<file path="config.mk">
export PLATFORM = sky130hd
export DESIGN_NAME = segx_translator
export DESIGN_NICKNAME = d
export VERILOG_FILES = /design/src/rtl/segx_pkg.sv /design/src/rtl/segx_ctrl.sv /design/src/rtl/segx_datapath.sv /design/src/rtl/segx_translator.sv
export SDC_FILE = /design/constraint.sdc
export NUM_CORES = 1
export LEC_CHECK = 0
export BUFFER_PORTS_ARGS = -buffer_cell sky130_fd_sc_hd__buf_2
export CORE_AREA = 2 2 210 212
export CTS_CLUSTER_DIAMETER = 100
export DETAILED_ROUTE_END_ITERATION = 12
export DIE_AREA = 0 0 212 214
export PLACE_DENSITY = 0.68
export SLEW_MARGIN = 10
export SYNTH_ARGS = -nofsm -noshare
export SYNTH_HDL_FRONTEND = slang
export SYNTH_SLANG_ARGS = --single-unit
</file>
<file path="constraint.sdc">
create_clock -name clk -period 9.5 [get_ports clk]
set_input_delay 0.95 -clock clk [delete_from_list [all_inputs] [get_ports clk]]
set_output_delay 0.95 -clock clk [all_outputs]
set_load 0.005 [all_outputs]
</file>
<file path="src/rtl/segx_pkg.sv">
package segx_pkg;
  localparam int SLOT_CNT   = 6;
  localparam int SEL_W      = 3;
  localparam int ADDR_W     = 32;
  localparam int DESC_W     = 64;
  localparam int LIM_W      = 20;
  localparam int PAGE_SHIFT = ADDR_W - LIM_W;

  typedef struct packed {
    logic [ADDR_W-1:0] base;
    logic [ADDR_W-1:0] effLim;
    logic              present;
  } segEntry_t;

  typedef struct packed {
    logic             wrEn;
    logic [SEL_W-1:0] wrIdx;
    logic             rdEn;
    logic             rdInRange;
    logic [SEL_W-1:0] rdIdx;
    logic             pageOn;
  } ctlStrobes_t;

  function automatic segEntry_t decodeDesc(input logic [DESC_W-1:0] d);
    segEntry_t e;
    logic [LIM_W-1:0] rawLim;
    rawLim   = {d[51:48], d[15:0]};
    e.base   = {d[63:56], d[39:16]};
    e.effLim = d[55] ? {rawLim, {PAGE_SHIFT{1'b1}}}
                     : {{PAGE_SHIFT{1'b0}}, rawLim};
    e.present = d[47];
    return e;
  endfunction
endpackage

</file>
<file path="src/rtl/segx_ctrl.sv">
module segx_ctrl
  import segx_pkg::*;
#(
  parameter int SLOT_COUNT = SLOT_CNT
) (
  input  logic             loadValid,
  input  logic [SEL_W-1:0] loadSlot,
  input  logic             reqValid,
  input  logic [SEL_W-1:0] reqSlot,
  input  logic             pagingEn,
  output ctlStrobes_t      strobes
);
  localparam logic [SEL_W-1:0] LAST_IDX = SEL_W'(SLOT_COUNT - 1);

  always_comb begin
    strobes           = '0;
    strobes.wrEn      = loadValid && (loadSlot <= LAST_IDX);
    strobes.wrIdx     = loadSlot;
    strobes.rdEn      = reqValid;
    strobes.rdInRange = reqSlot <= LAST_IDX;
    strobes.rdIdx     = reqSlot;
    strobes.pageOn    = pagingEn;
  end
endmodule

</file>
<file path="src/rtl/segx_datapath.sv">
module segx_datapath
  import segx_pkg::*;
#(
  parameter int SLOT_COUNT = SLOT_CNT
) (
  input  logic              clk,
  input  logic              rstN,
  input  ctlStrobes_t       strobes,
  input  logic [DESC_W-1:0] loadDesc,
  input  logic [ADDR_W-1:0] reqOffset,
  output logic              rspValid,
  output logic [ADDR_W-1:0] rspLinear,
  output logic              faultAbsent,
  output logic              faultLimit,
  output logic              rspPhysValid,
  output logic [ADDR_W-1:0] rspPhys
);
  segEntry_t slotQ [SLOT_COUNT];
  segEntry_t newEntry;
  segEntry_t selEntry;
  logic      missNow;
  logic      overNow;
  logic [ADDR_W-1:0] linNow;

  assign newEntry = decodeDesc(loadDesc);

  for (genvar g = 0; g < SLOT_COUNT; g++) begin : g_slot
    always_ff @(posedge clk) begin
      if (!rstN) begin
        slotQ[g] <= '0;
      end else if (strobes.wrEn && strobes.wrIdx == SEL_W'(g)) begin
        slotQ[g] <= newEntry;
      end
    end
  end

  always_comb begin
    selEntry = '0;
    for (int i = 0; i < SLOT_COUNT; i++) begin
      if (strobes.rdIdx == SEL_W'(i)) selEntry = slotQ[i];
    end
    missNow = !strobes.rdInRange || !selEntry.present;
    overNow = !missNow && (reqOffset > selEntry.effLim);
    linNow  = selEntry.base + reqOffset;
  end

  always_ff @(posedge clk) begin
    if (!rstN) begin
      rspValid     <= 1'b0;
      rspLinear    <= '0;
      faultAbsent  <= 1'b0;
      faultLimit   <= 1'b0;
      rspPhysValid <= 1'b0;
      rspPhys      <= '0;
    end else begin
      rspValid     <= strobes.rdEn;
      rspLinear    <= strobes.rdEn ? linNow : '0;
      faultAbsent  <= strobes.rdEn && missNow;
      faultLimit   <= strobes.rdEn && overNow;
      rspPhysValid <= strobes.rdEn && !missNow && !overNow && !strobes.pageOn;
      rspPhys      <= (strobes.rdEn && !missNow && !overNow && !strobes.pageOn)
                      ? linNow : '0;
    end
  end
endmodule

</file>
<file path="src/rtl/segx_translator.sv">
module segx_translator
  import segx_pkg::*;
#(
  parameter int SLOT_COUNT = SLOT_CNT
) (
  input  logic              clk,
  input  logic              rstN,
  input  logic              loadValid,
  input  logic [SEL_W-1:0]  loadSlot,
  input  logic [DESC_W-1:0] loadDesc,
  input  logic              reqValid,
  input  logic [SEL_W-1:0]  reqSlot,
  input  logic [ADDR_W-1:0] reqOffset,
  input  logic              pagingEn,
  output logic              rspValid,
  output logic [ADDR_W-1:0] rspLinear,
  output logic              faultAbsent,
  output logic              faultLimit,
  output logic              rspPhysValid,
  output logic [ADDR_W-1:0] rspPhys
);
  ctlStrobes_t strobes;

  segx_ctrl #(.SLOT_COUNT(SLOT_COUNT)) i_ctrl (
    .loadValid(loadValid), .loadSlot(loadSlot), .reqValid(reqValid),
    .reqSlot(reqSlot), .pagingEn(pagingEn), .strobes(strobes)
  );

  segx_datapath #(.SLOT_COUNT(SLOT_COUNT)) i_dp (
    .clk(clk), .rstN(rstN), .strobes(strobes), .loadDesc(loadDesc),
    .reqOffset(reqOffset), .rspValid(rspValid), .rspLinear(rspLinear),
    .faultAbsent(faultAbsent), .faultLimit(faultLimit),
    .rspPhysValid(rspPhysValid), .rspPhys(rspPhys)
  );
endmodule

</file>
==> reports/results.txt, run 1 <==
For this run, the detailed router's first-pass iteration total came to 5. Post-route clock skew: 0.0247 ns. TritonCTS built the clock tree.

In the final routed layout, each cell accounts on average for 23.6 um. Tracing the worst setup path back leads to its startpoint at reqSlot[0]. In this run, distinct cell masters in the synthesized netlist total 68.

At the pin with the least slew margin, the transition time is 1.09 ns. The first-iteration detailed-routing DRC count came out at 1,346. For this design the ratio of total power to cell area is 202 mW/mm2. The count of buffers from port buffering is 164.

The endpoint of the worst register-to-register path was i_dp.rspPhys[31]. In this run, CTS created clock tree buffers numbering 49. The fraction of the cycle the final worst path needs was 56.8%; the number of failing setup endpoints in the final timing report was 0.

The logs give 13,900 for the number of global-route vias before repair and 25.5% for the global router's overall resource usage. The run finished with clean final reports. The most critical setup path has its endpoint at i_dp.rspPhys[31]. The commonest cells after synthesis are edfxtp_1 (390), nor2_1 (300), and2_1 (139). The core region is 0.0429 mm2. After synthesis the netlist holds a flip-flop and latch count of 458. Buffers added to address setup during post-CTS repair amount to 0. The pin count of the biggest net entering global routing was 61. The layout net count is 1,992, and the aggregate routed wire length is 57,700 um. The final number of hold-violating endpoints came out at 0. Measured in cells, the most critical reg-to-reg path has a length of 13. After layout, the minimum clock period comes to 5.40 ns.

The die extent in y came out at 214 um. For this run, the number of Yosys warnings is 0. The worst register-to-register path begins at i_dp.slotQ[2][68]. CTS placed an instance of clkbuf_16 at the clock tree root. The worst register-to-register path has a setup slack of 5.19 ns.

The share of synthesized area in the top cell type comes to 55.0%. For the wire length of the first global-routing pass, the log shows 85,700 um. The mapped netlist covers 0.0213 mm2. Measured along the x axis, the die boundary spans 212 um. The tools report the number of levels the H-tree was split into as 2. The most used flip-flop cell after synthesis is edfxtp_1. Among all cell types in the netlist, the one instantiated most often is edfxtp_1. Clock-pin slew was measured on the worst setup and hold paths at 0.05 ns. The critical path is of the in2reg type.

The maximum achievable frequency was 185 MHz. After technology mapping, the gate count stands at 1,683. Gates resized during post-CTS repair numbered 0. For this run the aggregate overflow at the end of global routing stands at 0.

The tightest min-delay check is of the in2reg type. Max-cap violations in this run came to 0. The fraction of synthesis flops using an asynchronous set or reset pin was 0%. The deepest clock path buffer count was 3. The final total negative setup slack came out at 0 ns.

STA classifies the critical path startpoint as an input pin. For this run, design rule violations remaining after detail routing come to 0. Detailed routing inserted a total of 14,100 vias.

The max-slew violation count is 0, and the number of nets in the synthesized netlist is 1,854. The worst pin sits at a relative slew slack of 27.2%. For the critical path data arrival time, the log shows 5.83 ns. Total die area: 0.0454 mm2. The nature of the critical path endpoint was a flop. Along the worst path, the maximum fanout reaches 60. Setup repair after global routing left no endpoint under its margin. The analysis attributes to cell leakage a power of 9.77 nW. The sequential element share of the synthesized area was 61.4%. The biggest area consumer among synthesized cells is edfxtp_1. The starting density of the core was 49.6%; the share of cells above drive strength 1 was 19.9%. Prior to clock tree synthesis, the placed netlist has a worst setup slack of 3.64 ns. During I/O placement, the number of pins put on the boundary was 175. Buffers inserted to repair hold after CTS numbered 0.

The area growth from synthesis to layout is 14.6%. The logs give 35,600 um for the detailed placer's ending HPWL and 3 for the number of antenna violations at the first check in global routing. The final RePlAce weighted congestion is 0.912. Yosys mapped a number of flops with a built-in enable equal to 390. The run gives 9.93 ns as the critical path required time. By area the synthesized netlist is led by edfxtp_1 (55%), dfxtp_1 (6.4%), mux4_2 (5.6%), nor2_1 (5.3%), and2_1 (4.1%).

The tree built by TritonCTS fans out to 458 sinks. The standard-cell row count was 76; the worst supply voltage drop on vdd was 0.000153 V. Worst setup slack after layout: 4.10 ns.

In the routed layout, each cell is associated on average with a via count of 5.76. For the worst-skew pair, the clock arrives at the later sink with an insertion delay of 0.59 ns. The average footprint of a synthesized cell was 12.7 um2; the remaining antenna violation count after routing was 0. The total power of the final layout was 0.00492 W.
==> kinds of logic after synthesis <==
logic type / Yosys count / share of synthesized area [%]
flip-flops: 458 / 61.4
multiplexers: 146 / 10.0
AND/OR/NAND/NOR: 669 / 15.0
AO/OA/AOI/OAI: 202 / 6.29
adder cells (fa/ha/maj): 64 / 3.80
XOR/XNOR: 25 / 1.06
buffers and inverters: 119 / 2.39
==> layer usage <==
metal / vias up / global-route usage [%] / wire length [um]
li1: 6441 / - / -
met1: 7057 / 35.2 / 24400
met2: 513 / 41.3 / 27600
met3: 102 / 4.08 / 3960
met4: 4 / 8.40 / 1710
met5: - / 0 / 21
==> layout make-up <==
type                            instances  area [um2]
Fill cell                            3497       18500
Sequential cell                       458       13100
Multi-Input combinational cell       1106        7830
Clock buffer                           72        1520
Timing Repair Buffer                  189        1020
Tap cell                              585         732
Clock inverter                         19         154
Inverter                               17        71.3
Antenna cell                            3        7.51
==> power breakdown <==
group,internal (W),switching (W)
clock network,0.00117,0.000784
registers,0.00231,0.0000316
logic,0.000226,0.000397
==> cell usage in the layout, fill, tap and decap left out, drive strengths merged, types with 3 or more instances in the layout <==
master and instances:
nor2 300, nor2b 3, or3 7, mux2i 81, a211o 3, mux2 12, nand3 8, a211oi 6
a21o 22, and2 140, edfxtp 390, nand2b 11, o21ai 66, clkinv 13, clkbuf 73, mux4 53
and3 74, a222oi 12, and4 3, diode 3, a31oi 7, o31ai 3, inv 21, buf 188
ha 63, nand4 8, a21oi 53, or2 4, o21bai 4, xnor2 15, nand2 98, nor3 9
dfxtp 68, o21a 4, xor2 10
==> critical path, cell delays in order <==
cell and delay (ns):
clkbuf_8 0.51, buf_4 0.62, mux2_2 0.40, a222oi_1 0.39
ha_1 0.21, nand3_1 0.13, nor3_2 0.23, nand2_1 0.09
o311a_1 0.36, a21oi_2 0.42, or2_1 0.52, buf_4 0.40
inv_8 0.11, a41oi_1 0.21, o211ai_1 0.12
==> worst min path at each step <==
stage	to	startpoint	cells past startpoint	slack, ns
final	i_dp.rspLinear[0]	reqValid	2	0.62
after global routing	i_dp.rspLinear[0]	reqValid	2	0.62
after CTS	i_dp.rspLinear[0]	reqValid	2	0.60
after detailed placement	i_dp.rspPhys[0]	i_dp.slotQ[2][33]	4	0.92
after global placement	i_dp.rspPhys[0]	i_dp.slotQ[2][33]	4	0.92
after floorplan	i_dp.faultAbsent	i_dp.slotQ[2][0]	3	0.61
==> flip-flops by register name, summed over array words and instances (netlist names) <==
| signal | count |
|---|---|
| i_dp.rspPhysValid | 1 |
| i_dp.rspLinear | 32 |
| i_dp.slotQ | 390 |
| i_dp.rspValid | 1 |
| i_dp.faultAbsent | 1 |
| i_dp.faultLimit | 1 |
| i_dp.rspPhys | 32 |
==> per-stage QoR <==
stage | hold WS, ns | utilization, % | std cells | area [um2]
after floorplan | 0.611 | - | 1683 | 21300
after global placement | 0.924 | 53.0 | 2355 | 22700
after detailed placement | 0.915 | 53.0 | 2355 | 22700
after CTS | 0.600 | 56.9 | 2446 | 24400
after global routing | 0.618 | 56.9 | 2446 | 24400
final | 0.623 | 56.9 | 2449 | 24400
Power figures use the tool's default switching activity.
==> inputs of run 2 (changes only) <==
--- a/config.mk
+++ b/config.mk
@@ -5,11 +5,12 @@
 export SDC_FILE = /design/constraint.sdc
 export NUM_CORES = 1
 export LEC_CHECK = 0
+export ABC_AREA = 1
 export BUFFER_PORTS_ARGS = -buffer_cell sky130_fd_sc_hd__buf_2
-export CORE_AREA = 2 2 210 212
+export CORE_AREA = 2 2 208 210
 export CTS_CLUSTER_DIAMETER = 100
 export DETAILED_ROUTE_END_ITERATION = 12
-export DIE_AREA = 0 0 212 214
+export DIE_AREA = 0 0 210 212
 export PLACE_DENSITY = 0.68
 export SLEW_MARGIN = 10
 export SYNTH_ARGS = -nofsm -noshare
==> constraint.sdc (replaced) <==
create_clock -name clk -period 5.6 [get_ports clk]
set_input_delay 0.56 -clock clk [delete_from_list [all_inputs] [get_ports clk]]
set_output_delay 0.56 -clock clk [all_outputs]
set_load 0.005 [all_outputs]
==> run 2 against run 1 <==
  * Utilization decreased by 0.72 points
  * Sequential cell count unchanged
  * Cell count increased by 16%
  * Global-route usage increased by 1.1 points
  * Non-clock buffer count increased by 5
  * Clock skew decreased by 0.0020 ns
  * Critical path type unchanged
  * Critical endpoint is now i_dp.rspPhys[1]
  * Largest power group unchanged
==> reports/results.txt, run 2 <==
The run finished with clean final reports. The post-route netlist has 13.7% of its cells at a drive strength greater than 1. Counting instances, the worst hold path has a depth of 3.

By instance count, the leading cell after synthesis is nor2_1. The fraction of the cycle the final worst path needs was 65.6%. In the final design database the tool counted 2,427 nets.

The most common cell after layout, fill and taps aside is nor2_1. After detailed routing, the average wire length per cell comes to 20.8 um. The die is 212 um tall.

The run gives 0.60 ns as the clock latency on the worst-skew pair. Clock-pin slew was measured on the worst setup and hold paths at 0.06 ns. The number of buffers inserted by hold repair at cts is 0, and the final total negative setup slack is 0 ns.

Averaged over all synthesized cells, the footprint is 9.91 um2. Of all nets on the critical path, the largest fanout is 50. Counting the fill cells in the layout gives 3,629. The HPWL after detailed placement is 35,800 um. Summing all non-filler instances in the final layout gives an area of 0.0239 mm2. The fraction of synthesis flops using an asynchronous set or reset pin came out at 0%.

The beginning of the worst register-to-register path was i_dp.slotQ[0][103]. Pin placement for this block handled 175 I/O pins. The worst setup path is captured at a flop. The most frequently used flop master after synthesis is edfxtp_1. In this run the most used layer during global routing was met2. Routability-driven placement finished with a final weighted congestion of 0.909. For the global-route track usage on met3, the log shows 6.26%.

The worst supply voltage drop on vdd is 0.000235 V, and the proportion of netlist area held by the largest area contributor is 55.9%. Across all layers, the routed design uses 15,900 vias. In the final layout, the registers with the most flip-flops are i_dp.slotQ x390, i_dp.rspLinear x32, i_dp.rspPhys x32. Measured against its own limit, the worst slew margin works out to 22.4%. The tools report the number of nets in the synthesized netlist as 2,286. The run gives 38 as the count of unique library cells instantiated by Yosys.

After detailed routing, the number of remaining DRC violations is 0. The max-capacitance violation count is 0. Leaving out fill and tap cells, the most frequent cells in the layout are nor2_1 (494), nand2_1 (435), edfxtp_1 (390). After floorplanning, the core was divided into 76 placement rows.

The biggest area consumer among synthesized cells is edfxtp_1. The commonest cells after synthesis are nor2_1 (496), nand2_1 (442), edfxtp_1 (390). The register with the most flip-flops is i_dp.slotQ.

The tools report the hold path startpoint as loadDesc[36]. Final number of hold-violating endpoints: 0. Counting both buffers and inverters, the worst setup path holds a total of 6. The worst min-delay path category is in2reg.

The die outline width was 210 um; the first-iteration detailed-routing DRC count was 1,543. The worst setup path is launched from an input pin. The synthesized design contains 390 enable-type register cells. For this design the ratio of total power to cell area is 340 mW/mm2. At the pin with the least slew margin, the transition time is 1.16 ns.

Entering global routing, the biggest net connects 66 pins. The tools report the critical path data arrival time as 4.15 ns. After detailed routing, the total wire length is 59,100 um. Once the clock tree was built, the setup fixing pass inserted 0 buffers.

Ratio of routed vias to standard cells: 5.60. Number of levels the H-tree was split into: 2. During synthesis, Yosys emitted a total of 0 warnings. The endpoint identified for the worst register-to-register timing path is i_dp.rspLinear[31]. For hold timing, the worst endpoint is i_dp.slotQ[1][53]. From synthesis to final layout, the design area changed by 14.0%.

The register-to-register setup slack is 2.74 ns. The total power of the final layout is 0.00812 W. Setup repair after global routing left no endpoint under its margin. Counting I/O delays and the setup requirement, the final critical path takes 3.67 ns. The path depth of the worst reg2reg path is 16, and the total die area is 0.0445 mm2. The total of cells resized after clock tree synthesis is 0. Static timing analysis puts the maximum clock frequency at 272 MHz. The smallest hold slack was 0.327 ns. The kind of cell adding the most delay to the critical path was buffers and inverters. The deepest clock path buffer count is 3. The highest cell delay on the worst timing path works out to 0.73 ns.

The initial utilization of the core area, before any placement, comes to 49.3%. Met1 capacity usage during global routing: 34.6%. For the static power due to leakage, the log shows 9.98 nW.

The number of antenna violations at the first check in global routing was 2. The cell area after placement came out at 0.0224 mm2. Traced cell by cell, the critical path runs through buf_2 > inv_2 > nor2_1 > nand2_1 > buf_4 > clkinv_2 > buf_12 > nand2_1 > nand4_1 > a221oi_1 > ha_1 > nand2_1 > nor2_1 > nand3_1 > nor2_1 > nand3_1 > a21boi_1 > nand2_1 > nand2_2 > buf_12 > nor2_1.

The cell area that synthesis handed to floorplanning was 0.0210 mm2. The register with the most flip-flops in the layout has 390 of them. For this run, the detailed router's first-pass iteration total came to 6. The first global-routing pass estimated 88,700 um of wire. The total clock buffers created by CTS was 46; the critical path required time was 6.08 ns. The count of buffers from port buffering came out at 164.

The synthesized design contains 458 register bits. The run gives 62.4% as the sequential element share of the synthesized area. The clock drives 458 sinks. The remaining antenna violation count after routing is 0, and the number of instances in the synthesized netlist is 2,115. Global routing consumed, over all layers together, 26.6% of the routing resources. Cells fill 56.2% of the core in the end.

The tools report the root buffer cell as clkbuf_16. The run gives 0 as the max-slew violation count. TritonCTS built the clock tree. After global routing the overflow that remains totals 0. The largest individual stage delay along the critical path comes from the cell a221oi_1. Clock skew on the completed layout was measured at 0.0227 ns. By startpoint and endpoint, the worst setup path is classified as in2reg.

The area of the core was 0.0425 mm2. The number of global-route vias before repair came out at 15,500. For this run, global-route usage on met2 was measured as 42.5%.

Setup violations remaining at the end of the flow were counted as 0. Yosys attributes the largest share of cell area to edfxtp_1 (56%), nor2_1 (8.9%), nand2_1 (7.9%), dfxtp_1 (6.5%), ha_1 (3.8%).
## run 2: cell types whose count changed after synthesis, moves of 73 or more
cell | before | now
nand3_1 | 8 | 98
and3_1 | 74 | 0
nor2_1 | 300 | 496
and2_1 | 139 | 4
mux2i_1 | 81 | 8
inv_1 | 16 | 138
nand2_1 | 98 | 442
## run 2: layout make-up
cell class	instances	area, um2	share of cell area [%]
diodes	3	7.51	0.0314
repair buffers	194	1080	4.54
flip-flops and latches	458	13100	54.7
clock inverters	32	308	1.29
inverters	143	538	2.25
well taps	546	683	2.86
multi-input cells	1413	6990	29.2
clock buffers	53	1210	5.06
## run 2: how the worst max path moves through the flow
stage	depth (start not counted)	slack (ns)	from	end
final	21	1.93	reqSlot[1]	i_dp.rspPhys[1]
after global routing	24	1.72	reqSlot[1]	i_dp.rspLinear[17]
after CTS	21	2.01	reqSlot[1]	i_dp.rspLinear[28]
after detailed placement	21	1.41	reqSlot[1]	i_dp.rspLinear[28]
after global placement	21	1.44	reqSlot[1]	i_dp.rspLinear[28]
after floorplan	20	2.48	reqSlot[1]	i_dp.rspLinear[16]
## run 2: worst min-delay path: stages
cell and delay, ns:
buf_2 0.07, inv_1 0.08, nor2_1 0.10
## run 2: cell families after synthesis
kind of cell / Yosys count / synth area share (%)
adder cells (fa/ha/maj): 64 / 3.86
AND/OR/NAND/NOR: 1163 / 23.1
AO/OA/AOI/OAI: 163 / 5.18
buffers and inverters: 244 / 4.53
multiplexers: 8 / 0.382
XOR/XNOR: 15 / 0.627
flip-flops: 458 / 62.4
## run 2: metal layers
layer | part of all wire [%] | vias up
met2 | 45 | 830
met5 | 0 | -
li1 | - | 7443
met3 | 10 | 153
met1 | 40 | 7477
met4 | 4.6 | 0
## run 2: through the flow
step / cells / setup slack [ns]
floorplan: 2115 / 2.48
global placement: 2754 / 1.44
detailed placement: 2754 / 1.41
CTS: 2839 / 2.01
global route: 2840 / 1.72
finish: 2842 / 1.93
## run 2: report_power, final
part | switching [W] | internal [W] | total, W
clock network | 0.00134 | 0.00175 | 0.00309
logic | 0.000723 | 0.000322 | 0.00104
registers | 0.0000558 | 0.00392 | 0.00398
total | 0.00212 | 0.00600 | 0.00812
==> inputs of run 3 (changes only) <==
==> constraint.sdc (replaced) <==
create_clock -name clk -period 3.7 [get_ports clk]
set_input_delay 0.37 -clock clk [delete_from_list [all_inputs] [get_ports clk]]
set_output_delay 0.37 -clock clk [all_outputs]
set_load 0.005 [all_outputs]
==> run 3 against run 2 <==
  * Die area is the same
  * Register-to-register slack got worse by 1.8 ns
  * First-iteration DRC count increased by 6.3%
  * Sequential cell count did not move
  * Cell count is 1.3% higher
  * Worst hold slack lost 0.18 ns
  * Design area grew 1.7%
  * Critical endpoint is now i_dp.rspPhys[9]
  * Largest power group unchanged
  * Highest routed layer unchanged
==> reports/results.txt, run 3 (same netlist as run 2, synthesis figures left out) <==
The global router's overall resource usage was 26.7%. The total die area was 0.0445 mm2; the critical path data arrival time was 3.36 ns. From left edge to right edge, the die measures 210 um. TritonCTS built the clock tree.

Pin count of the biggest net entering global routing: 66. Setup repair after global routing left no endpoint under its margin. The deepest clock path buffer count was 3.

The ratio of routed vias to standard cells works out to 5.57. The signed area change from the synthesized netlist to the final layout was 15.9%; the number of buffers inserted by hold repair at cts was 0. Pin placement for this block handled 175 I/O pins. STA classifies the critical path endpoint as a flop. The tools report the layout net count as 2,467.

Once detailed placement completed, the half-perimeter wirelength came to 36,800 um. TritonCTS created 46 clock buffers. The maximum achievable frequency is 345 MHz, and the fraction of the cycle the final worst path needs is 78.3%. Measured on the finished design, the core utilization comes to 57.1%. The clock transition at the registers of the reported paths is 0.06 ns.

At the pin with the least slew margin, the transition time is 0.998 ns. The total iterations of the first detailed-routing run is 6. The signal on the critical path passes through buf_2 > inv_2 > nor3_4 > buf_12 > nand2_1 > nand4_1 > a21oi_1 > a21boi_0 > buf_4 > ha_1 > nand2_1 > nor2_1 > nand2_1 > nor4_1 > nand2_1 > nand2_1 > nand2_1 > nand2_2 > buf_12 > nor2_2. The count of buffering cells on the critical path with inverters included was 5.

The worst setup path is launched from an input pin. In this run the remaining antenna-violating nets after routing total 0. The die extent in y came out at 212 um. After detailed routing, the number of remaining DRC violations is 0. The run gives 59,000 um as the aggregate routed wire length.

The tools report the area of the core as 0.0425 mm2. In this run the tool buffered the top-level ports with 164 buffer cells. The power density of the placed cells came out at 506 mW/mm2. The total of cells resized after clock tree synthesis was 0; the standard-cell row count was 76.

For the number of antenna violations at the first check in global routing, the log shows 0. Dividing the detail-routed wire length by the instance count gives 20.5 um. Along the worst path, the maximum fanout reaches 39. VDD sags by at most 0.000402 V. The clock latency on the worst-skew pair is 0.60 ns, and the number of vias after detailed routing is 16,000. The final number of hold-violating endpoints was 0; the static power due to leakage was 10.2 nW. Setup violations remaining at the end of the flow were counted as 0. The cell with the most instances on the worst path is nand2_1.

For this run, the slowest stage of the critical path takes 0.30 ns. The max-slew violation count was 0; the wire length of the first global-routing pass was 89,600 um. The final RePlAce weighted congestion was 0.924; the critical path required time was 4.16 ns. For the max-capacitance violation count, the log shows 0.

The critical path in this run is classified as in2reg. The clock net sink count is 458. The slowest stage of the critical path belongs to the cell buf_12. The share of cells above drive strength 1 came out at 15.0%. The number of levels the H-tree was split into came out at 2. The library cells used most frequently in the layout, excluding fill and tap cells, are nor2_1 (494), nand2_1 (436), edfxtp_1 (390). The largest registers in the layout are i_dp.slotQ x390, i_dp.rspLinear x32, i_dp.rspPhys x32. Adding up every negative setup slack in the final design gives 0 ns.

The tools report the number of global-route vias before repair as 15,600. The tools report the final antenna diode count as 0. Most common cell after layout, fill and taps aside: nor2_1. In this design, the largest share of critical-path delay is due to simple AND/OR/NAND/NOR gates.

The post-route clock skew was 0.0179 ns; the minimum clock period was 2.90 ns. Clock tree synthesis selected as its root buffer the cell clkbuf_16. Counting flops per register, the top entry is i_dp.slotQ. In this run, the number of DRC markers left after iteration 0 of detailed routing was 1,640. The number of setup buffers added after CTS is 0. The flow ran to the end, and the final reports show no timing, DRC or antenna violations. Once the floorplan was initialized, standard cells occupied 49.3% of the core. The total overflow reported by the global router is 0. The worst min-delay path category was in2reg. The worst max-slew margin expressed relative to the limit was 33.5%; the number of flip-flops in the largest register was 390.
[run 3: final timing paths]
check | start | endpoint | slack (ns) | depth (start not counted)
max reg2reg | i_dp.slotQ[0][33] | i_dp.rspLinear[28] | 0.92 | 14
min | loadDesc[59] | i_dp.slotQ[2][125] | 0.15 | 3
max | reqSlot[0] | i_dp.rspPhys[9] | 0.80 | 20
min reg2reg | i_dp.slotQ[2][65] | i_dp.faultAbsent | 0.62 | 3
[run 3: cell type report]
class,count,area [um2]
inverters,143,537
clock inverters,33,259
fillers,3632,18200
well taps,546,683
repair buffers,234,1520
clock buffers,52,1230
multi-input cells,1413,6980
flip-flops and latches,458,13100
[run 3: tightest hold or removal path, delay by kind of cell]
kind                   cells  cell delay [ns]
buffers and inverters      2             0.15
and+or+nand+nor            1             0.10
[run 3: through the flow]
stage | cell area [um2] | setup slack (ns) | hold WS, ns | total power, W | cells
after floorplan | 21000 | 0.773 | 0.511 | 0.00712 | 2115
after global placement | 22800 | 0.308 | 0.612 | 0.00773 | 2794
after detailed placement | 22800 | 0.230 | 0.607 | 0.00778 | 2794
after CTS | 24300 | 0.835 | 0.120 | 0.0123 | 2879
after global routing | 24300 | 0.592 | 0.150 | 0.0127 | 2879
final | 24300 | 0.802 | 0.147 | 0.0123 | 2879
[run 3: routing by layer]
metal | GRT usage [%] | vias to the layer above | part of all wire, %
li1 | - | 7512 | -
met1 | 36.1 | 7610 | 41
met2 | 43.7 | 805 | 47
met3 | 4.86 | 113 | 9.0
met4 | 9.39 | 0 | 3.1
met5 | 0 | - | 0
[run 3: report_power, final]
part           switching (W)  total (W)  internal, W  leakage, nW
registers          0.0000858    0.00602      0.00594         4.32
logic                0.00110    0.00166     0.000561         5.15
clock network        0.00201    0.00461      0.00260        0.739
